`src/rtl/csd_enc_pkg.sv`:
```
package csd_enc_pkg;

  // High-capacity template, word 3 down to word 0
  localparam logic [31:0] HC_T3 = 32'h400E0032;
  localparam logic [31:0] HC_T2 = 32'h5B590000;
  localparam logic [31:0] HC_T1 = 32'h00007F80;
  localparam logic [31:0] HC_T0 = 32'h0A4040DF;

  // Standard template, word 3 down to word 0
  localparam logic [31:0] SD_T3 = 32'h00260032;
  localparam logic [31:0] SD_T2 = 32'h5F5A8000;
  localparam logic [31:0] SD_T1 = 32'h3EF84FFF;
  localparam logic [31:0] SD_T0 = 32'h928040CB;

  // Field positions that a host decoder relies on
  localparam int unsigned HC_LO_LSB   = 16; // word 1
  localparam int unsigned HC_LO_W     = 16;
  localparam int unsigned MANT_LO_W   = 2;  // word 1 top bits
  localparam int unsigned MANT_LO_LSB = 30;
  localparam int unsigned EXP_LSB     = 15; // word 1

  typedef struct packed {
    logic [31:0] w3;
    logic [31:0] w2;
    logic [31:0] w1;
    logic [31:0] w0;
  } csd_resp_t;

  typedef enum logic {
    ST_IDLE = 1'b0,
    ST_BUSY = 1'b1
  } enc_state_t;

endpackage

```
`src/rtl/csd_classify.sv`:
```
module csd_classify #(
  parameter int unsigned SEC_W      = 64,
  parameter int unsigned THR_SHIFT  = 22,
  parameter int unsigned HC_SHIFT   = 10,
  parameter int unsigned HC_FIELD_W = 22,
  parameter int unsigned KIB_SHIFT  = 1
) (
  input  logic [SEC_W-1:0]      sectors,
  output logic                  hc_sel,
  output logic [HC_FIELD_W-1:0] hc_field,
  output logic                  hc_overflow,
  output logic [SEC_W-1:0]      kib_init
);

  localparam logic [SEC_W-1:0] THRESHOLD = SEC_W'(1) << THR_SHIFT;
  localparam logic [SEC_W-1:0] UNIT_LIM  = SEC_W'(1) << HC_FIELD_W;

  logic [SEC_W-1:0] units;
  logic [SEC_W-1:0] units_m1;

  always_comb begin
    hc_sel      = sectors > THRESHOLD;
    units       = sectors >> HC_SHIFT;
    units_m1    = units - SEC_W'(1);
    hc_field    = units_m1[HC_FIELD_W-1:0];
    hc_overflow = units > UNIT_LIM;
    kib_init    = sectors >> KIB_SHIFT;
  end

endmodule

```
`src/rtl/csd_norm_loop.sv`:
```
module csd_norm_loop #(
  parameter int unsigned SEC_W  = 64,
  parameter int unsigned MANT_W = 12,
  parameter int unsigned CNT_W  = 7
) (
  input  logic             clk,
  input  logic             rst_n,
  input  logic             load,
  input  logic             step_en,
  input  logic [SEC_W-1:0] kib_in,
  output logic [SEC_W-1:0] kib_q,
  output logic [CNT_W-1:0] steps_q,
  output logic             more
);

  localparam logic [SEC_W-1:0] KIB_MAX = SEC_W'(1) << MANT_W;

  logic [SEC_W-1:0] kib_n;
  logic [CNT_W-1:0] steps_n;
  logic             kib_en;

  always_comb begin
    more    = kib_q > KIB_MAX;
    kib_en  = load | (step_en & more);
    kib_n   = kib_q;
    steps_n = steps_q;
    if (load) begin
      kib_n   = kib_in;
      steps_n = '0;
    end else if (step_en && more) begin
      kib_n   = kib_q >> 1;
      steps_n = steps_q + CNT_W'(1);
    end
  end

  always_ff @(posedge clk or negedge rst_n) begin
    if (!rst_n) begin
      kib_q   <= '0;
      steps_q <= '0;
    end else if (kib_en) begin
      kib_q   <= kib_n;
      steps_q <= steps_n;
    end
  end

endmodule

```
`src/rtl/csd_field_pack.sv`:
```
module csd_field_pack
  import csd_enc_pkg::*;
#(
  parameter int unsigned SEC_W      = 64,
  parameter int unsigned MANT_W     = 12,
  parameter int unsigned EXP_W      = 3,
  parameter int unsigned EXP_BIAS   = 2,
  parameter int unsigned CNT_W      = 7,
  parameter int unsigned HC_FIELD_W = 22
) (
  input  logic                  hc,
  input  logic [HC_FIELD_W-1:0] hc_field,
  input  logic                  hc_overflow,
  input  logic [SEC_W-1:0]      kib,
  input  logic [CNT_W-1:0]      steps,
  output csd_resp_t             resp,
  output logic                  err
);

  localparam int unsigned EXP_MAX   = (1 << EXP_W) - 1;
  localparam logic [CNT_W-1:0] STEP_MIN = CNT_W'(EXP_BIAS);
  localparam logic [CNT_W-1:0] STEP_MAX = CNT_W'(EXP_BIAS + EXP_MAX);
  localparam int unsigned HC_HI_W   = HC_FIELD_W - HC_LO_W;

  logic [MANT_W-1:0] mant;
  logic [CNT_W-1:0]  exp_full;
  logic [EXP_W-1:0]  exp_f;
  logic              sd_err;
  csd_resp_t         sd_resp;
  csd_resp_t         hc_resp;

  // standard encoding
  always_comb begin
    mant     = kib[MANT_W-1:0] - MANT_W'(1);
    exp_full = steps - STEP_MIN;
    exp_f    = exp_full[EXP_W-1:0];
    sd_err   = (steps < STEP_MIN) || (steps > STEP_MAX);
    sd_resp.w3 = SD_T3;
    sd_resp.w2 = SD_T2 | 32'(mant >> MANT_LO_W);
    sd_resp.w1 = SD_T1
               | (32'(mant[MANT_LO_W-1:0]) << MANT_LO_LSB)
               | (32'(exp_f) << EXP_LSB);
    sd_resp.w0 = SD_T0;
  end

  // high-capacity encoding
  always_comb begin
    hc_resp.w3 = HC_T3;
    hc_resp.w2 = HC_T2 | 32'(hc_field[HC_FIELD_W-1 -: HC_HI_W]);
    hc_resp.w1 = HC_T1 | (32'(hc_field[HC_LO_W-1:0]) << HC_LO_LSB);
    hc_resp.w0 = HC_T0;
  end

  always_comb begin
    err  = hc ? hc_overflow : sd_err;
    resp = hc ? hc_resp : sd_resp;
    if (err) begin
      resp = '0;
    end
  end

endmodule

```
`src/rtl/csd_size_encoder.sv`:
```
module csd_size_encoder
  import csd_enc_pkg::*;
#(
  parameter int unsigned SEC_W        = 64,
  parameter int unsigned SECTOR_LOG2  = 9,
  parameter int unsigned KIB_LOG2     = 10,
  parameter int unsigned HC_UNIT_LOG2 = 19,
  parameter int unsigned HC_LIM_LOG2  = 31,
  parameter int unsigned MANT_W       = 12,
  parameter int unsigned EXP_W        = 3,
  parameter int unsigned EXP_BIAS     = 2,
  parameter int unsigned HC_FIELD_W   = 22
) (
  input  logic             clk,
  input  logic             rst_n,
  input  logic             start,
  input  logic [SEC_W-1:0] sectors,
  output logic [31:0]      resp_w3,
  output logic [31:0]      resp_w2,
  output logic [31:0]      resp_w1,
  output logic [31:0]      resp_w0,
  output logic             hc_mode,
  output logic             done,
  output logic             error
);

  localparam int unsigned KIB_SHIFT = KIB_LOG2 - SECTOR_LOG2;
  localparam int unsigned HC_SHIFT  = HC_UNIT_LOG2 - SECTOR_LOG2;
  localparam int unsigned THR_SHIFT = HC_LIM_LOG2 - SECTOR_LOG2;
  localparam int unsigned CNT_W     = $clog2(SEC_W + 1);

  enc_state_t state_q, state_n;

  logic                  cls_hc;
  logic [HC_FIELD_W-1:0] cls_field;
  logic                  cls_ovf;
  logic [SEC_W-1:0]      cls_kib;

  logic                  hc_q, hc_ovf_q;
  logic [HC_FIELD_W-1:0] hc_field_q;
  logic                  cls_en;

  logic                  load, step_en, fin;
  logic [SEC_W-1:0]      kib_q;
  logic [CNT_W-1:0]      steps_q;
  logic                  more;

  csd_resp_t             pk_resp;
  logic                  pk_err;

  csd_resp_t             resp_q, resp_n;
  logic                  hc_out_q, hc_out_n;
  logic                  err_q, err_n;
  logic                  done_q;

  csd_classify #(
    .SEC_W      (SEC_W),
    .THR_SHIFT  (THR_SHIFT),
    .HC_SHIFT   (HC_SHIFT),
    .HC_FIELD_W (HC_FIELD_W),
    .KIB_SHIFT  (KIB_SHIFT)
  ) u_classify (
    .sectors     (sectors),
    .hc_sel      (cls_hc),
    .hc_field    (cls_field),
    .hc_overflow (cls_ovf),
    .kib_init    (cls_kib)
  );

  csd_norm_loop #(
    .SEC_W  (SEC_W),
    .MANT_W (MANT_W),
    .CNT_W  (CNT_W)
  ) u_loop (
    .clk     (clk),
    .rst_n   (rst_n),
    .load    (load),
    .step_en (step_en),
    .kib_in  (cls_kib),
    .kib_q   (kib_q),
    .steps_q (steps_q),
    .more    (more)
  );

  csd_field_pack #(
    .SEC_W      (SEC_W),
    .MANT_W     (MANT_W),
    .EXP_W      (EXP_W),
    .EXP_BIAS   (EXP_BIAS),
    .CNT_W      (CNT_W),
    .HC_FIELD_W (HC_FIELD_W)
  ) u_pack (
    .hc          (hc_q),
    .hc_field    (hc_field_q),
    .hc_overflow (hc_ovf_q),
    .kib         (kib_q),
    .steps       (steps_q),
    .resp        (pk_resp),
    .err         (pk_err)
  );

  // control: next state
  always_comb begin
    load    = start && (state_q == ST_IDLE);
    step_en = (state_q == ST_BUSY) && !hc_q;
    fin     = (state_q == ST_BUSY) && (hc_q || !more);
    cls_en  = load;
    state_n = state_q;
    case (state_q)
      ST_IDLE: if (load) state_n = ST_BUSY;
      ST_BUSY: if (fin)  state_n = ST_IDLE;
      default: state_n = ST_IDLE;
    endcase
  end

  // result: next values
  always_comb begin
    resp_n   = resp_q;
    hc_out_n = hc_out_q;
    err_n    = err_q;
    if (fin) begin
      resp_n   = pk_resp;
      hc_out_n = hc_q;
      err_n    = pk_err;
    end
  end

  always_ff @(posedge clk or negedge rst_n) begin
    if (!rst_n) begin
      state_q <= ST_IDLE;
      done_q  <= 1'b0;
    end else begin
      state_q <= state_n;
      done_q  <= fin;
    end
  end

  always_ff @(posedge clk or negedge rst_n) begin
    if (!rst_n) begin
      hc_q       <= 1'b0;
      hc_ovf_q   <= 1'b0;
      hc_field_q <= '0;
    end else if (cls_en) begin
      hc_q       <= cls_hc;
      hc_ovf_q   <= cls_ovf;
      hc_field_q <= cls_field;
    end
  end

  always_ff @(posedge clk or negedge rst_n) begin
    if (!rst_n) begin
      resp_q   <= '0;
      hc_out_q <= 1'b0;
      err_q    <= 1'b0;
    end else if (fin) begin
      resp_q   <= resp_n;
      hc_out_q <= hc_out_n;
      err_q    <= err_n;
    end
  end

  assign resp_w3 = resp_q.w3;
  assign resp_w2 = resp_q.w2;
  assign resp_w1 = resp_q.w1;
  assign resp_w0 = resp_q.w0;
  assign hc_mode = hc_out_q;
  assign error   = err_q;
  assign done    = done_q;

endmodule

```
`config.mk`:
```
export PLATFORM = sky130hd
export DESIGN_NAME = csd_size_encoder
export DESIGN_NICKNAME = d
export VERILOG_FILES = /design/src/rtl/csd_enc_pkg.sv /design/src/rtl/csd_classify.sv /design/src/rtl/csd_norm_loop.sv /design/src/rtl/csd_field_pack.sv /design/src/rtl/csd_size_encoder.sv
export SDC_FILE = /design/constraint.sdc
export NUM_CORES = 1
export LEC_CHECK = 0
export ABC_AREA = 1
export BUFFER_PORTS_ARGS = -buffer_cell sky130_fd_sc_hd__buf_2
export CORE_MARGIN = 3
export CORE_UTILIZATION = 55
export DETAILED_ROUTE_END_ITERATION = 7
export GPL_ROUTABILITY_DRIVEN = 0
export HOLD_SLACK_MARGIN = 0.03
export PLACE_DENSITY = 0.8
export SLEW_MARGIN = 10
export SYNTH_ARGS = -nofsm -noshare
export SYNTH_HDL_FRONTEND = slang
export SYNTH_HIERARCHICAL = 1
export SYNTH_SLANG_ARGS = --single-unit
```
`constraint.sdc`:
```
create_clock -name clk -period 2.9 [get_ports clk]
set_clock_uncertainty 0.05 [all_clocks]
set_input_delay 0.58 -clock clk [delete_from_list [all_inputs] [get_ports clk]]
set_output_delay 0.58 -clock clk [all_outputs]
set_load 0.02 [all_outputs]
```
==> impl_metrics.ini, run 1 <==
[logic_synthesis]
synth-edff-count = 0
synth_area_um2 = 13200
synth_top_area_cell = dfrtp_1
syn_avg_cell_area_um2 = 7.53
async_flop_share = 1.00
synthCells = 1758
synth_cell_type_count = 37
synthTopCellsByArea = dfrtp_1, nand2_1, nand3_1
synth_top_cell_area_share = 0.429
synth_flop_cell = dfrtp_1
yosys_warnings = 6
seq_area_frac_synth = 0.429
ys_ff_latch = 227

[clock_network]
cts_made_buffers = 24
clockRootBuffer = clkbuf_16
cts_sinks = 227
htreeDepth = 1
cts_setup_buffers = 0
cts_max_path_buffers = 3
clkLatencyLatePin_ns = 0.53
cts-resized-gates = 0
cts_tree = done
cts.clk_slew.worst_paths_ns = 0.06
postCtsHoldBufs = 1

[setup_path]
r2r_slack_ns = 0.50
r2r_start = u_loop/kib_q[21]$_DFFE_PN0P_
slowest_delay_ns = 0.40
cp_num_buf_inv = 0
rr_endpoint = u_loop/kib_q[16]$_DFFE_PN0P_
setup.worst_path.end_class = flip-flop
crit_slowest_cell = dfrtp_1
path_delay_family = simple AND/OR/NAND/NOR gates
critPathMaxFanout = 62
reg2regPathDepth = 10
critPathLaunchType = flip-flop
worstSetupPathType = flip-flop to flip-flop
required_ns = 3.24
path_cells = nor2_1 > nand2_1 > nor2_1 > nand2_1 > nor2_2 > nand3_4 > nand2_4 > nand2_8 > nand2_1 > nand2_1
critPathMostFrequentCell = nand2_1
cp.arrival_ns = 2.75

[timing]
max_slew.worst_pin.slew_ns = 0.906
min_period_ns = 2.40
rsz0062_at_grt = false
drv_slew = 0
setup_violations = 0
tns_ns = 0
fmax_ghz = 0.416
slew-limit-headroom = 0.396
hold_viol = 0
fin_crit_sh = 0.828

[finish]
multi_input_area_um2 = 5700
final_cell_mix = nand2_1, nand3_1, dfrtp_1
final_common_cell = nand2_1
regArea_um2 = 5680
final_area_um2 = 14100
final-instance-count-excl-fill = 2130
drive_gt1_frac = 0.179
synthToLayoutAreaGrowth_pct = 6.89
fin_util = 0.601
nFillCells = 2148
n_antenna_cell = 0
nets = 1868

[placed_design]
placed_area_um2 = 13300
dp_cells = 2087
dp_hpwl_um = 20600
numPortBuffers = 197

[power]
power_frac_seq = 0.343
leakagePower_nw = 7.92
p_sw_frac = 0.438
cellPowerDensity_nw_per_um2 = 1100
ir_drop_v = 0.000614
pwr-share-comb = 0.441
switchingPower_mw = 6.81
total_power_mw = 15.6
p_int_mw = 8.75
p_clk_frac = 0.216

[die]
ios = 198
core_um2 = 23500
die-width_um = 161
die_y_um = 161
std_cell_rows = 56
start_util = 0.562
die_area_um2 = 26000

[global_route]
first_global_vias = 10223
grt_max_degree = 132
grtUsageTotal = 0.231
antenna_found_initial = 0
grt-ovfl-total = 0
grt_pass1_wl_um = 50600

[hold_path]
worstHoldStart = sectors[33]
min_to = u_loop/kib_q[32]$_DFFE_PN0P_
holdPathStages = 3
hold_path_class = input port to flip-flop

[detailed_routing]
ant_nets = 0
first_pass_iters = 5
remaining_drc_errors = 0
wirelength_um = 30700
via_per_inst = 5.23
drt_iter0_markers = 1316
wl_per_cell_um = 14.4
vias = 11132

[status]
status = complete, no violations

[job]
maxCapViolations = 0
power by group through the flow:
stage                     sequential [mW]  clock (mW)  combinational [mW]
after floorplan                      6.07           0                4.99
after CTS                            5.34        3.42                6.87
after detailed placement             5.38           0                6.85
after global routing                 5.52        3.55                7.67
final                                5.34        3.36                6.86
after global placement               5.33           0                6.69
synth_stat cells (2+ instances only):
cell type and n:
buf_4 170, inv_2 7, buf_6 22, nand3_1 337
a21oi_1 8, buf_1 2, clkbuf_1 22, o21ai_0 9
nor3_1 3, nor2_2 22, nand2_1 618, nor3b_1 3
nor2_1 141, nand2_2 5, xor2_1 14, nand2_4 4
buf_8 2, buf_2 46, dfrtp_1 227, nand3_4 2
nand3_2 10, ha_1 6, conb_1 2, or2_2 4
xnor2_1 8, inv_1 40, nand4_1 14
area by class of cell:
cell class | count | share of cell area
multi-input combinational | 1270 | 0.403
sequential | 227 | 0.402
timing repair buffer | 224 | 0.0929
clock buffer | 32 | 0.0489
tap | 319 | 0.0282
inverter | 48 | 0.0130
clock inverter | 10 | 0.0124
layer usage:
metal | track usage | up-vias | part of all wire
met2 | 0.375 | 409 | 0.47
met3 | 0.0405 | 57 | 0.079
met5 | 0 | - | 0
li1 | - | 5454 | -
met1 | 0.324 | 5212 | 0.43
met4 | 0.0594 | 0 | 0.023
worst max-delay path by stage:
stage / start / endpoint / slack [ns] / depth (start not counted)
3_3_place_gp: u_loop/kib_q[23]$_DFFE_PN0P_ / u_loop/kib_q[0]$_DFFE_PN0P_ / 0.65 / 10
5_1_grt: u_loop/kib_q[23]$_DFFE_PN0P_ / u_loop/kib_q[16]$_DFFE_PN0P_ / 0.36 / 10
2_1_floorplan: start / u_loop/kib_q[20]$_DFFE_PN0P_ / 0.90 / 10
4_1_cts: u_loop/kib_q[21]$_DFFE_PN0P_ / u_loop/kib_q[30]$_DFFE_PN0P_ / 0.57 / 10
6_report: u_loop/kib_q[21]$_DFFE_PN0P_ / u_loop/kib_q[16]$_DFFE_PN0P_ / 0.50 / 10
3_5_place_dp: u_loop/kib_q[21]$_DFFE_PN0P_ / u_loop/kib_q[30]$_DFFE_PN0P_ / 0.58 / 10
sequential cells by signal, summed over array words and instances, names as in the netlist, 7 cells and up:
signal,count
resp_w3,32
u_loop/kib_q,64
resp_w2,32
resp_w0,32
hc_field_q,22
u_loop/steps_q,7
resp_w1,32
cells by family (layout without fill, tap and decap cells):
| logic type | Yosys count | count (layout) | share of synthesized area |
|---|---|---|---|
| compound gates | 19 | 19 | 0.00737 |
| xor+xnor | 22 | 22 | 0.0146 |
| fa+ha+maj | 6 | 6 | 0.00567 |
| buf+inv | 312 | 314 | 0.155 |
| flops | 227 | 227 | 0.429 |
| other cells | 2 | 53 | 0.000567 |
| simple gates | 1170 | 1170 | 0.387 |
worst register-to-register path, cell delays in order (launching register included):
cell and delay (ns):
dfrtp_1 0.40, nor2_1 0.11, nand2_1 0.06, nor2_1 0.16, nand2_1 0.09, nor2_2 0.19, nand3_4 0.19, nand2_4 0.40
nand2_8 0.34, nand2_1 0.24, nand2_1 0.06
stage by stage:
| step | setup slack [ns] | hold WS [ns] |
|---|---|---|
| after floorplan | 0.899 | 0.234 |
| after global placement | 0.645 | 0.401 |
| after detailed placement | 0.580 | 0.408 |
| after CTS | 0.566 | 0.269 |
| after global routing | 0.356 | 0.273 |
| final | 0.499 | 0.282 |
No activity file was read; power rests on OpenSTA's default activity.
==> inputs of run 2 (changes only) <==
--- a/config.mk
+++ b/config.mk
@@ -5,14 +5,14 @@
 export SDC_FILE = /design/constraint.sdc
 export NUM_CORES = 1
 export LEC_CHECK = 0
-export ABC_AREA = 1
+export ABC_AREA = 0
 export BUFFER_PORTS_ARGS = -buffer_cell sky130_fd_sc_hd__buf_2
 export CORE_MARGIN = 3
-export CORE_UTILIZATION = 55
+export CORE_UTILIZATION = 53
 export DETAILED_ROUTE_END_ITERATION = 7
 export GPL_ROUTABILITY_DRIVEN = 0
 export HOLD_SLACK_MARGIN = 0.03
-export PLACE_DENSITY = 0.8
+export PLACE_DENSITY = 0.82
 export SLEW_MARGIN = 10
 export SYNTH_ARGS = -nofsm -noshare
 export SYNTH_HDL_FRONTEND = slang
==> constraint.sdc (replaced) <==
create_clock -name clk -period 1.9 [get_ports clk]
set_clock_uncertainty 0.05 [all_clocks]
set_input_delay 0.38 -clock clk [delete_from_list [all_inputs] [get_ports clk]]
set_output_delay 0.38 -clock clk [all_outputs]
set_load 0.02 [all_outputs]
==> run 2 against run 1 <==
The run now ends with negative setup slack left. Setup slack worse by 1.0 ns. Flip-flop and latch count stayed put. First-iteration DRC count is 46% lower. Routed wire length is 1.8% lower. Combinational power is 66% lower. Worst hold slack worse by 0.21 ns.
==> impl_metrics.ini, run 2 <==
[power]
total_power_mw = 12.8
ir_drop_v = 0.000577
leakagePower_nw = 7.16
cellPowerDensity_nw_per_um2 = 867

[logic_synthesis]
synth_top_area_cell = dfrtp_1
ys_ff_latch = 227
synthCells = 1060
synth_area_um2 = 11900
yosys_warnings = 6
synth_commonest_cells = dfrtp_1, buf_4, mux2_1
seq_area_frac_synth = 0.476
synthTopCellsByArea = dfrtp_1, buf_4, mux2_1
synth-edff-count = 0
syn_avg_cell_area_um2 = 11.2
async_flop_share = 1.00
synth_cell_type_count = 64
synth_flop_cell = dfrtp_1
synth_top_cell_area_share = 0.476
synth.most_common_cell = dfrtp_1

[global_route]
antenna_found_initial = 0
grt_pass1_wl_um = 47700
grt-ovfl-total = 0
grtUsageTotal = 0.243
use_met2 = 0.419
grt_max_degree = 71
grtUsageMet3 = 0.0322
grt-busiest-layer = met2
first_global_vias = 8950
grtUsageMet1 = 0.329

[job]
maxCapViolations = 0

[timing]
rsz0062_at_grt = true
fin_crit_sh = 1.29
slew-limit-headroom = 0.657
setup_ws_ns = -0.545
setup_violations = 203
drv_slew = 0
hold_viol = 0
fmax_ghz = 0.409
max_slew.worst_pin.slew_ns = 0.514
min_period_ns = 2.45

[clock_network]
cts.clk_slew.worst_paths_ns = 0.06
clkLatencyLatePin_ns = 0.52
cts_sinks = 227
cts_max_path_buffers = 3
cts_made_buffers = 25
cts_tree = done
htreeDepth = 1
clockRootBuffer = clkbuf_16

[die]
core_um2 = 22000
die_area_um2 = 24300
std_cell_rows = 54
die_y_um = 156
die-width_um = 156
ios = 198
start_util = 0.543

[setup_path]
path_cells = nor4_1 > buf_4 > nand3_4 > buf_4 > or4_4 > o2111a_1 > or3_1
cp.arrival_ns = 2.78
worstSetupPathType = flip-flop to flip-flop
reg2regPathDepth = 7
critPathMaxFanout = 5
cp_num_buf_inv = 2
path_delay_family = simple AND/OR/NAND/NOR gates
crit_slowest_cell = or4_4
required_ns = 2.24
r2r_slack_ns = -0.55
critPathMostFrequentCell = buf_4
r2r_start = u_loop/kib_q[37]$_DFFE_PN0P_
setup.worst_path.end_class = flip-flop
rr_endpoint = u_loop/steps_q[3]$_DFFE_PN0P_
slowest_delay_ns = 0.62
critPathLaunchType = flip-flop

[finish]
final_common_cell = dfrtp_1
final_area_um2 = 14700
top_register = u_loop/kib_q
final_cell_mix = dfrtp_1, buf_2, buf_4
nFillCells = 1541
n_antenna_cell = 0
synthToLayoutAreaGrowth_pct = 23.7
drive_gt1_frac = 0.433
largest_register_ffs = 64
nets = 1353

[hold_path]
min_to = u_loop/kib_q[57]$_DFFE_PN0P_
holdPathStages = 3
worstHoldStart = sectors[58]
hold_path_class = input port to flip-flop

[status]
status = finished with violations
violations = negative setup slack

[detailed_routing]
vias = 8747
wl_per_cell_um = 19.1
first_pass_iters = 5
remaining_drc_errors = 0
wirelength_um = 30100
via_per_inst = 5.55
ant_nets = 0
drt_iter0_markers = 706

[placed_design]
numPortBuffers = 197
place_worst_setup_slack_ns = -0.654
placed_area_um2 = 13200
dp_hpwl_um = 19500
run 2: cell count changes after synthesis, sizes merged, moves of 22 or more:
cell | before | now
nand2 | 628 | 22
buf | 242 | 184
nor4 | 0 | 31
o21ai | 10 | 57
a22oi | 0 | 49
inv | 48 | 26
nand3 | 349 | 6
nor2 | 165 | 48
nand2b | 0 | 68
mux2 | 0 | 156
run 2: power breakdown:
| group | internal [mW] | switching, mW | leakage, nW | total (mW) |
|---|---|---|---|---|
| Combinational | 1.11 | 1.23 | 3.91 | 2.34 |
| Clock | 2.96 | 1.89 | 0.396 | 4.85 |
| Sequential | 5.30 | 0.291 | 2.86 | 5.59 |
run 2: area by class of cell:
type	instances	area (um^2)	area share
Clock buffer	33	696	0.0472
Clock inverter	9	128	0.00866
Inverter	26	108	0.00730
Multi-Input combinational cell	644	5240	0.356
Sequential cell	227	5680	0.385
Tap cell	280	350	0.0238
Timing Repair Buffer	356	2540	0.172
run 2: worst max path at each step:
stage | from | endpoint | depth (start not counted)
floorplan | u_loop/kib_q[1]$_DFFE_PN0P_ | resp_w0[25]$_DFFE_PN0P_ | 8
global placement | u_loop/kib_q[43]$_DFFE_PN0P_ | resp_w2[22]$_DFFE_PN0P_ | 8
detailed placement | u_loop/kib_q[43]$_DFFE_PN0P_ | resp_w1[2]$_DFFE_PN0P_ | 8
CTS | u_loop/kib_q[36]$_DFFE_PN0P_ | resp_w1[30]$_DFFE_PN0P_ | 11
global route | u_loop/kib_q[37]$_DFFE_PN0P_ | resp_w2[20]$_DFFE_PN0P_ | 10
finish | u_loop/kib_q[37]$_DFFE_PN0P_ | u_loop/steps_q[3]$_DFFE_PN0P_ | 7
run 2: tightest hold or removal path, delay by kind of cell:
kind | cells | cell delay [ns]
AO/OA/AOI/OAI | 2 | 0.13
buffers and inverters | 1 | 0.09
run 2: per-stage QoR:
stage	utilization	instances	TNS [ns]	hold WS, ns
after floorplan	-	1111	-61.30	0.0344
after global placement	0.601	1511	-109.32	0.225
after detailed placement	0.601	1511	-111.85	0.224
after CTS	0.666	1576	-78.82	0.0629
after global routing	0.672	1575	-108.47	0.0709
final	0.672	1575	-83.23	0.0763
run 2: metal layers:
| metal | vias to the layer above | part of all wire | wire length (um) |
|---|---|---|---|
| li1 | 3968 | - | - |
| met1 | 4363 | 0.41 | 12500 |
| met2 | 362 | 0.50 | 15000 |
| met3 | 54 | 0.065 | 1970 |
| met4 | 0 | 0.022 | 665 |
| met5 | - | 0 | 0 |
run 2: kinds of logic (layout without fill, tap and decap cells):
| family | after synthesis | after routing | share of synthesized area |
|---|---|---|---|
| buf+inv | 243 | 424 | 0.136 |
| flops | 227 | 227 | 0.476 |
| simple gates | 225 | 225 | 0.112 |
| compound gates | 173 | 176 | 0.100 |
| mux | 157 | 157 | 0.148 |
| xor+xnor | 27 | 27 | 0.0198 |
| fa+ha+maj | 6 | 6 | 0.00630 |
| other cells | 2 | 53 | 0.000630 |
run 2: repair_timing:
item | CTS | global route
hold buffers | 1 | 0
endpoints found under the hold margin | 33 | 0
gates resized for setup | 91 | 28
pin swaps | 32 | 6
buffers inserted | 12 | 0
setup endpoints to repair | 203 | 203
gates cloned | 11 | 1
